<file path="src/rtl/dma_seq_pkg.sv">
package dma_seq_pkg;
  localparam int unsigned BIT_EN     = 0;
  localparam int unsigned BIT_IE     = 1;
  localparam int unsigned BIT_WIDE   = 2;
  localparam int unsigned BIT_DIR    = 3;
  localparam int unsigned BIT_STEP   = 4;
  localparam int unsigned BIT_AUTO   = 5;
  localparam int unsigned BIT_MASTER = 8;

  localparam logic [1:0] RA_CTRL = 2'd0;
  localparam logic [1:0] RA_SRC  = 2'd1;
  localparam logic [1:0] RA_CNT  = 2'd2;
  localparam logic [1:0] RA_DST  = 2'd3;

  typedef struct packed {
    logic master;
    logic auto_go;
    logic step_en;
    logic dir;
    logic wide;
    logic irq_en;
  } ctrl_t;
endpackage

</file>
<file path="src/rtl/dma_addr_step.sv">
module dma_addr_step #(
  parameter int ADDR_W = 16
) (
  input  logic [ADDR_W-1:0] cur,
  input  logic              step_en,
  input  logic              dir,
  input  logic              wide,
  output logic [ADDR_W-1:0] nxt
);
  localparam logic [ADDR_W-1:0] STRIDE_B = ADDR_W'(1);
  localparam logic [ADDR_W-1:0] STRIDE_W = ADDR_W'(2);

  logic [ADDR_W-1:0] stride;

  always_comb begin
    stride = wide ? STRIDE_W : STRIDE_B;
    if (!step_en)  nxt = cur;
    else if (dir)  nxt = cur - stride;
    else           nxt = cur + stride;
  end
endmodule

</file>
<file path="src/rtl/dma_ctrl_regs.sv">
module dma_ctrl_regs
  import dma_seq_pkg::*;
#(
  parameter int REG_W  = 16,
  parameter int ADDR_W = 16,
  parameter int CNT_W  = 16
) (
  input  logic              clk,
  input  logic              rst,
  input  logic              reg_wr,
  input  logic              reg_rd,
  input  logic [1:0]        reg_addr,
  input  logic [REG_W-1:0]  reg_wdata,
  output logic [REG_W-1:0]  reg_rdata,
  input  logic              done,
  input  logic [ADDR_W-1:0] src_q,
  input  logic [CNT_W-1:0]  cnt_q,
  input  logic [ADDR_W-1:0] dst_q,
  output ctrl_t             cfg,
  output logic              chan_en,
  output logic              irq,
  output logic              src_wr,
  output logic              cnt_wr,
  output logic              dst_wr
);
  ctrl_t cfg_q, cfg_d;
  logic  en_q, en_d, arm_q, arm_d, irq_q, irq_d;
  logic  ctrl_wr;
  logic [REG_W-1:0] ctrl_view, rd_d, rd_q;

  assign ctrl_wr = reg_wr && (reg_addr == RA_CTRL);
  assign src_wr  = reg_wr && (reg_addr == RA_SRC);
  assign cnt_wr  = reg_wr && (reg_addr == RA_CNT);
  assign dst_wr  = reg_wr && (reg_addr == RA_DST);

  always_comb begin
    cfg_d = cfg_q;
    en_d  = en_q;
    arm_d = arm_q;
    if (ctrl_wr) begin
      cfg_d.master  = reg_wdata[BIT_MASTER];
      cfg_d.auto_go = reg_wdata[BIT_AUTO];
      cfg_d.step_en = reg_wdata[BIT_STEP];
      cfg_d.dir     = reg_wdata[BIT_DIR];
      cfg_d.wide    = reg_wdata[BIT_WIDE];
      cfg_d.irq_en  = reg_wdata[BIT_IE];
      en_d          = reg_wdata[BIT_EN] & (en_q | arm_q);
      arm_d         = 1'b0;
    end else begin
      if (done) en_d = 1'b0;
      if (reg_rd && (reg_addr == RA_CTRL) && !en_q) arm_d = 1'b1;
    end
    irq_d = cfg_d.irq_en &
            ((irq_q & ~(ctrl_wr & reg_wdata[BIT_EN])) | (en_q & ~en_d));
  end

  always_comb begin
    ctrl_view             = '0;
    ctrl_view[BIT_EN]     = en_q;
    ctrl_view[BIT_IE]     = cfg_q.irq_en;
    ctrl_view[BIT_WIDE]   = cfg_q.wide;
    ctrl_view[BIT_DIR]    = cfg_q.dir;
    ctrl_view[BIT_STEP]   = cfg_q.step_en;
    ctrl_view[BIT_AUTO]   = cfg_q.auto_go;
    ctrl_view[BIT_MASTER] = cfg_q.master;
    case (reg_addr)
      RA_CTRL: rd_d = ctrl_view;
      RA_SRC:  rd_d = REG_W'(src_q);
      RA_CNT:  rd_d = REG_W'(cnt_q);
      default: rd_d = REG_W'(dst_q);
    endcase
  end

  always_ff @(posedge clk) begin
    if (rst) begin
      cfg_q <= '0;
      en_q  <= 1'b0;
      arm_q <= 1'b0;
      irq_q <= 1'b0;
      rd_q  <= '0;
    end else begin
      cfg_q <= cfg_d;
      en_q  <= en_d;
      arm_q <= arm_d;
      irq_q <= irq_d;
      if (reg_rd) rd_q <= rd_d;
    end
  end

  assign cfg       = cfg_q;
  assign chan_en   = en_q;
  assign irq       = irq_q;
  assign reg_rdata = rd_q;

  // completion removes the channel enable
  p_done_clears_en_r4: assert property (@(posedge clk) disable iff (rst)
    done && !ctrl_wr |=> !en_q);
  // an unarmed write of 1 cannot enable the channel
  p_unarmed_write_r5: assert property (@(posedge clk) disable iff (rst)
    ctrl_wr && !arm_q && !en_q |=> !en_q);
  // interrupt appears together with the enable falling
  p_irq_on_fall_r6: assert property (@(posedge clk) disable iff (rst)
    $rose(irq_q) |-> $past(en_q) && !en_q);
endmodule

</file>
<file path="src/rtl/dma_xfer_engine.sv">
module dma_xfer_engine
  import dma_seq_pkg::*;
#(
  parameter int ADDR_W = 16,
  parameter int CNT_W  = 16
) (
  input  logic              clk,
  input  logic              rst,
  input  ctrl_t             cfg,
  input  logic              chan_en,
  input  logic              req_in,
  input  logic              src_wr,
  input  logic              cnt_wr,
  input  logic              dst_wr,
  input  logic [ADDR_W-1:0] wr_addr,
  input  logic [CNT_W-1:0]  wr_cnt,
  input  logic              mem_ready,
  output logic              mem_valid,
  output logic              mem_wide,
  output logic              done,
  output logic [ADDR_W-1:0] src_q,
  output logic [CNT_W-1:0]  cnt_q,
  output logic [ADDR_W-1:0] dst_q
);
  localparam logic [CNT_W-1:0] CNT_ONE = CNT_W'(1);

  logic              valid_q, wide_q, pend_q, pend_d;
  logic              active, issue, hs;
  logic [ADDR_W-1:0] src_nxt;

  assign active = chan_en & cfg.master;
  assign issue  = active & ~valid_q & (cfg.auto_go | pend_q);
  assign hs     = valid_q & mem_ready;
  assign done   = hs & (cnt_q == CNT_ONE);
  assign pend_d = chan_en & ((pend_q & ~issue) | req_in);

  dma_addr_step #(.ADDR_W(ADDR_W)) u_step (
    .cur     (src_q),
    .step_en (cfg.step_en),
    .dir     (cfg.dir),
    .wide    (cfg.wide),
    .nxt     (src_nxt)
  );

  always_ff @(posedge clk) begin
    if (rst) begin
      valid_q <= 1'b0;
      wide_q  <= 1'b0;
      pend_q  <= 1'b0;
      src_q   <= '0;
      cnt_q   <= '0;
      dst_q   <= '0;
    end else begin
      pend_q <= pend_d;
      if (issue) begin
        valid_q <= 1'b1;
        wide_q  <= cfg.wide;
      end else if (hs) begin
        valid_q <= 1'b0;
      end
      if (src_wr)  src_q <= wr_addr;
      else if (hs) src_q <= src_nxt;
      if (cnt_wr)  cnt_q <= wr_cnt;
      else if (hs) cnt_q <= cnt_q - CNT_ONE;
      if (dst_wr)  dst_q <= wr_addr;
    end
  end

  assign mem_valid = valid_q;
  assign mem_wide  = wide_q;

  // request held with stable address until accepted
  p_hold_until_ready_r9: assert property (@(posedge clk) disable iff (rst)
    valid_q && !mem_ready && !src_wr |=> valid_q && $stable(src_q));
  // a request only starts from an active channel
  p_start_needs_active_r1: assert property (@(posedge clk) disable iff (rst)
    $rose(valid_q) |-> $past(chan_en && cfg.master));
  // each handshake takes one from the count
  p_count_step_r4: assert property (@(posedge clk) disable iff (rst)
    hs && !cnt_wr |=> cnt_q == $past(cnt_q) - CNT_ONE);
  // requests cannot be held while the channel is off
  p_no_pending_off_r3: assert property (@(posedge clk) disable iff (rst)
    !chan_en |=> !pend_q);
endmodule

</file>
<file path="src/rtl/dma_chan_seq.sv">
module dma_chan_seq
  import dma_seq_pkg::*;
#(
  parameter int REG_W  = 16,
  parameter int ADDR_W = 16,
  parameter int CNT_W  = 16
) (
  input  logic              clk,
  input  logic              rst,
  input  logic              reg_wr,
  input  logic              reg_rd,
  input  logic [1:0]        reg_addr,
  input  logic [REG_W-1:0]  reg_wdata,
  output logic [REG_W-1:0]  reg_rdata,
  input  logic              xfer_req,
  output logic              mem_valid,
  input  logic              mem_ready,
  output logic [ADDR_W-1:0] mem_src,
  output logic [ADDR_W-1:0] mem_dst,
  output logic              mem_wide,
  output logic              irq
);
  ctrl_t             cfg;
  logic              chan_en, done, src_wr, cnt_wr, dst_wr;
  logic [ADDR_W-1:0] src_q, dst_q;
  logic [CNT_W-1:0]  cnt_q;

  dma_ctrl_regs #(.REG_W(REG_W), .ADDR_W(ADDR_W), .CNT_W(CNT_W)) u_regs (
    .clk       (clk),
    .rst       (rst),
    .reg_wr    (reg_wr),
    .reg_rd    (reg_rd),
    .reg_addr  (reg_addr),
    .reg_wdata (reg_wdata),
    .reg_rdata (reg_rdata),
    .done      (done),
    .src_q     (src_q),
    .cnt_q     (cnt_q),
    .dst_q     (dst_q),
    .cfg       (cfg),
    .chan_en   (chan_en),
    .irq       (irq),
    .src_wr    (src_wr),
    .cnt_wr    (cnt_wr),
    .dst_wr    (dst_wr)
  );

  dma_xfer_engine #(.ADDR_W(ADDR_W), .CNT_W(CNT_W)) u_eng (
    .clk       (clk),
    .rst       (rst),
    .cfg       (cfg),
    .chan_en   (chan_en),
    .req_in    (xfer_req),
    .src_wr    (src_wr),
    .cnt_wr    (cnt_wr),
    .dst_wr    (dst_wr),
    .wr_addr   (reg_wdata[ADDR_W-1:0]),
    .wr_cnt    (reg_wdata[CNT_W-1:0]),
    .mem_ready (mem_ready),
    .mem_valid (mem_valid),
    .mem_wide  (mem_wide),
    .done      (done),
    .src_q     (src_q),
    .cnt_q     (cnt_q),
    .dst_q     (dst_q)
  );

  assign mem_src = src_q;
  assign mem_dst = dst_q;
endmodule

</file>
<file path="config.mk">
export PLATFORM = sky130hd
export DESIGN_NAME = dma_chan_seq
export DESIGN_NICKNAME = d
export VERILOG_FILES = /design/src/rtl/dma_seq_pkg.sv /design/src/rtl/dma_addr_step.sv /design/src/rtl/dma_ctrl_regs.sv /design/src/rtl/dma_xfer_engine.sv /design/src/rtl/dma_chan_seq.sv
export SDC_FILE = /design/constraint.sdc
export NUM_CORES = 1
export LEC_CHECK = 0
export BUFFER_PORTS_ARGS = -buffer_cell sky130_fd_sc_hd__buf_4
export CAP_MARGIN = 30
export CORE_ASPECT_RATIO = 2
export CORE_MARGIN = 10
export CORE_UTILIZATION = 45
export CTS_BUF_LIST = sky130_fd_sc_hd__clkbuf_8
export DETAILED_ROUTE_END_ITERATION = 8
export PLACE_DENSITY_LB_ADDON = 0.3
export SETUP_SLACK_MARGIN = 0.15
export SLEW_MARGIN = 20
export SYNTH_ARGS = -nofsm -noshare
export SYNTH_HDL_FRONTEND = slang
export SYNTH_SLANG_ARGS = --single-unit
</file>
<file path="constraint.sdc">
create_clock -name clk -period 3.9 [get_ports clk]
set_input_delay 0.78 -clock clk [delete_from_list [all_inputs] [get_ports clk]]
set_output_delay 0.78 -clock clk [all_outputs]
set_load 0.005 [all_outputs]
</file>
# Word level (Yosys, flattened, before mapping)

Cells that the tools add are included.
W data, S select, Z words.

Register bits after elaboration: 76
Input bits: 24
Output and inout port bits: 51

Add/subtract/negate cells: 3
Equality and inequality tests: 4
Muxes and demuxes: 13
Bitwise operators: 20
Reductions and logical operators: 14

Operators with widths:

| operator                | number |
|---|---|
| $mux W16                | 6 |
| $pmux W16 S3            | 1 |
| $add A16 B16 Y16        | 1 |
| $eq A16 B1 Y1 const B   | 1 |
| $sub A16 B1 Y16 const B | 1 |
| $sub A16 B16 Y16        | 1 |
| $and A1 B1 Y1           | 12 |
| $reduce_bool A2 Y1      | 4 |
| $logic_and A1 B1 Y1     | 6 |
| $mux W1                 | 5 |
| $eq A2 B2 Y1 const B    | 2 |
| $not A1 Y1              | 4 |
| $or A1 B1 Y1            | 4 |
| $eq A2 B1 Y1 const B    | 1 |
| $logic_not A2 Y1        | 1 |
| $mux W2                 | 1 |
| $reduce_and A2 Y1       | 1 |
| $reduce_or A2 Y1        | 1 |
| $logic_not A1 Y1        | 1 |

# Logic depth before layout (Yosys ltp)

Depth in word-level cells: 8
Gate-level depth with buffers: 10
Depth with buffers taken out: 10

# Cells and area by module

Synthesis repeated with hierarchy kept, for this count alone.

Cells, all modules: 512
Area, all modules: 4722.0 um^2

By module, submodules not included:

| module          | times used | cells each | area an instance (um^2) | seq. area each (um^2) |
|---|---|---|---|---|
| dma_xfer_engine | 1          | 239        | 2346.0                  | 1021.0 |
| dma_ctrl_regs   | 1          | 135        | 1352.5                  | 500.5 |
| dma_addr_step   | 1          | 138        | 1023.5                  | 0.0 |

# Worst setup path after synthesis

OpenSTA, ideal clock, no wires.

Kind: reg2reg
Start point: register u_regs.cfg_q (netlist bit u_regs.cfg[2])
End point: register u_eng.src_q[14]
Data arrival time: 2.296 ns
Required time: 3.838 ns
Slack: 1.542 ns
Cell stages (with the launch flop): 9
Path through: dfxtp_1 nand2_1 fa_1 nor2b_1 o31ai_1 and2_1 o221a_2 or4_1 nand3_1

Cells in the longest elaborated chain, start to end: 4

RTL lines:

| what                     | RTL line              | text |
|---|---|---|
| start: declaration       | dma_ctrl_regs.sv:26   | `ctrl_t cfg_q, cfg_d;` |
| start signal: assignment | dma_ctrl_regs.sv:82   | `cfg_q <= cfg_d;` |
| $mux W16                 | dma_addr_step.sv:18   | `else if (dir) nxt = cur - stride;` |
| $mux W16                 | dma_addr_step.sv:17   | `if (!step_en) nxt = cur;` |
| $mux W16                 | dma_xfer_engine.sv:62 | `else if (hs) src_q <= src_nxt;` |
| $mux W16                 | dma_xfer_engine.sv:61 | `if (src_wr) src_q <= wr_addr;` |
| end signal: assignment   | dma_xfer_engine.sv:61 |  |
| end signal: assignment   | dma_xfer_engine.sv:62 |  |
| end: declaration         | dma_xfer_engine.sv:21 | `output logic [ADDR_W-1:0] src_q,` |

No other way between the ends. The select of a mux whose other input is x is not followed.
A chain may end at the register's enable or synchronous reset.

# Worst setup path in the final report

Start point: register u_regs.cfg_q (netlist bit u_regs.cfg[2])
End point: register u_eng.src_q[15]

Same word-level chain as after synthesis.

==> run_results.csv <==
group,metric,value,unit
power,seqPwrFrac,53.7,%
global_routing,antenna_found_initial,0,
final_layout,num_antenna_cells,0,
power,combPwrFrac,14.4,%
placement,dp_hpwl,9370,um
synthesis,synth_ff_type,"dfxtp_1",
detailed_routing,wl,12300,um
clock_network,max-clock-path-buffers,2,
detailed_routing,vias,3925,
final_layout,syn_to_final_growth,17.5,%
global_routing,grt_pass1_vias,3859,
clock_network,cts_buffers,9,
power,switching_power,0.418,mW
timing,max_freq,360,MHz
hold_path,worstHoldPathType,"reg2reg",
detailed_routing,drt_iter0_drc,358,
global_routing,track_usage,17.6,%
placement,gp_congestion,0.905,
clock_network,clk_latency,0.35,ns
timing,finalHoldViolations,0,
final_layout,drive_gt1_share,20.7,%
critical_path,endpoint_kind,"flop",
critical_path,path_max_fanout,17,
synthesis,yosysTopAreaCellShare,36.2,%
synthesis,ys_ff_latch,76,
flow_run,cap_viol_max_count,0,
synthesis,yosys-top-cells-count,"nand2_1, dfxtp_1, nor2_1, a21oi_1, clkbuf_1",
power,p_clk_share,31.9,%
timing,fin_setup_tns,0,ns
final_layout,nets,600,
critical_path,critPathArrivalTime,2.98,ns
timing,period_minus_slack,2.78,ns
timing,drv_slew,0,
synthesis,synth_edf_count,0,
synthesis,synth.area.top_cells,"dfxtp_1, nand2_1, a21oi_1",
floorplan,die_w,88.3,um
timing,fin_worst_skew,0.00944,ns
timing,min_period_over_period,71.2,%
critical_path,start_kind,"flop",
power,p_per_area,317,mW/mm^2
clock_network,cts_tree,"done",
detailed_routing,drc_errors,0,
synthesis,yosysSeqAreaShare,36.2,%
placement,io_buffer_count,74,
floorplan,start_util,46.3,%
global_routing,overflow,0,
synthesis,synth_area,0.00420,mm^2
synthesis,avgSynthCellArea,8.33,um^2
detailed_routing,antenna_left,0,
critical_path,worstSetupPathType,"reg2reg",
synthesis,synth_most_common_cell,"nand2_1",
clock_network,post_cts_resized,0,
clock_network,clk_pin_slew,0.07,ns
floorplan,die_area,0.0138,mm^2
floorplan,core_area,0.00907,mm^2
clock_network,cts.sinks,76,
synthesis,async_reset_ff_share,0,%
detailed_routing,wl_per_cell,18.5,um
clock_network,htree_levels,3,
power,intPower,1.14,mW
global_routing,grt_max_degree,77,
placement,dp_slack,1.17,ns
timing,finalSetupViolCount,0,
global_routing,grt_pass1_wl,19400,um
timing,max_slew_margin,46.0,%
power,p_leak,1.97,nW
critical_path,crit_required,4.11,ns
detailed_routing,first_pass_iters,5,
floorplan,std_cell_rows,49,
power,vdd_ir_drop_max,146,uV
timing,rsz0062_at_grt,"false",
synthesis,synth_cell_types,51,
power,switching_share,26.8,%
clock_network,cts_root_buf,"clkbuf_8",
floorplan,die_y,157,um
detailed_routing,post_drt_via_cell_ratio,5.92,
clock_network,ctsHoldBuffers,0,
synthesis,syn_inst,504,
synthesis,yosys_warnings,0,
floorplan,io_pins,75,
timing,worst_slack,1.12,ns
clock_network,post-cts-setup-buffers,0,
synthesis,syn-num-nets,546,
status,status,"completed",
synthesis,synth_top_area_cell,"dfxtp_1",
timing,worst_slew_pin_slew,0.810,ns
through the flow:
step                util, %  total power [mW]  area, um^2  hold slack (ns)  cells
detailed placement     52.5              1.08        4760            0.461    648
CTS                    54.2              1.58        4920            0.471    662
finish                 54.3              1.56        4930            0.473    663
global route           54.3              1.63        4930            0.496    663
global placement       52.5              1.08        4760            0.461    648
floorplan                 -             0.985        4200            0.443    504
sequential cells by signal, summed over array words and instances, names as in the netlist:
name / count
u_regs.cfg: 6
u_eng.src_q: 16
u_eng.mem_wide: 1
u_eng.mem_valid: 1
u_eng.cnt_q: 16
u_regs.arm_q: 1
u_regs.irq: 1
u_eng.dst_q: 16
u_regs.reg_rdata: 16
u_eng.pend_q: 1
u_regs.chan_en: 1
power groups by stage:
stage	clock, mW	combinational, mW	sequential, mW
5_1_grt	0.536	0.248	0.842
4_1_cts	0.511	0.226	0.839
2_1_floorplan	0	0.136	0.849
6_report	0.498	0.226	0.839
3_3_place_gp	0	0.221	0.855
3_5_place_dp	0	0.225	0.857
path summary, 6_finish.rpt:
check	from	to	slack, ns	cells after the start
min	u_regs.cfg[1]$_SDFFE_PP0P_	u_regs.cfg[1]$_SDFFE_PP0P_	0.47	2
max	u_regs.cfg[2]$_SDFFE_PP0P_	u_eng.src_q[15]$_SDFFE_PP0P_	1.12	9
min reg2reg	u_regs.cfg[1]$_SDFFE_PP0P_	u_regs.cfg[1]$_SDFFE_PP0P_	0.47	2
max reg2reg	u_regs.cfg[2]$_SDFFE_PP0P_	u_eng.src_q[15]$_SDFFE_PP0P_	1.12	9
layer usage:
| metal | wire length [um] | vias up | global-route usage (%) |
|---|---|---|---|
| met5 | 0 | - | 0 |
| met4 | 394 | 0 | 8.29 |
| met3 | 781 | 33 | 4.37 |
| met2 | 6560 | 142 | 31.4 |
| met1 | 4530 | 1838 | 18.4 |
| li1 | - | 1912 | - |
cell usage in the layout (no fill, tap or decap), types with 2 or more instances in the layout:
master and n:
nor4_1 2, mux2i_1 7, o211ai_1 3, xor2_1 11
o31ai_1 2, xnor2_1 16, or3_1 2, o22ai_1 9
nor3_1 10, nand3_1 10, o21a_1 4, nand2b_1 3
a211oi_1 23, nor2b_1 5, clkinv_2 3, dfxtp_1 76
mux4_2 7, a311oi_1 4, nor2_1 54, nor4_4 2
a21oi_1 47, clkbuf_8 10, buf_4 76, nand3b_1 2
inv_1 9, mux2_2 9, and3_1 5, a221oi_1 2
a22oi_1 17, and2_1 3, o21ai_0 10, nand4_1 4
nand2_1 79, ha_1 17
kinds of logic (layout without fill, tap and decap cells):
| kind of cell | count (synthesis) | count (layout) | share of synthesized area, % |
|---|---|---|---|
| AO/OA/AOI/OAI | 130 | 130 | 20.1 |
| AND/OR/NAND/NOR | 188 | 188 | 20.7 |
| buffers and inverters | 42 | 99 | 3.87 |
| XOR/XNOR | 27 | 27 | 5.63 |
| flip-flops | 76 | 76 | 36.2 |
| multiplexers | 23 | 23 | 7.84 |
| adder cells (fa/ha/maj) | 18 | 18 | 5.54 |
area by class of cell:
type | count | area, um^2
fillers | 857 | 4140
clock buffers | 10 | 138
repair buffers | 77 | 582
flip-flops and latches | 76 | 1520
well taps | 102 | 128
multi-input cells | 386 | 2510
inverters | 8 | 30.0
clock inverters | 4 | 18.8
critical path, cell delays in order (launching register included):
cell and delay [ns]:
dfxtp_1 0.77, nand2_1 0.21, inv_1 0.09, ha_1 0.16, nor2_1 0.06, a21oi_1 0.30
o22ai_1 0.26, o41ai_1 0.53, xnor2_1 0.17, o22ai_1 0.08
Power figures use the tool's default switching activity.
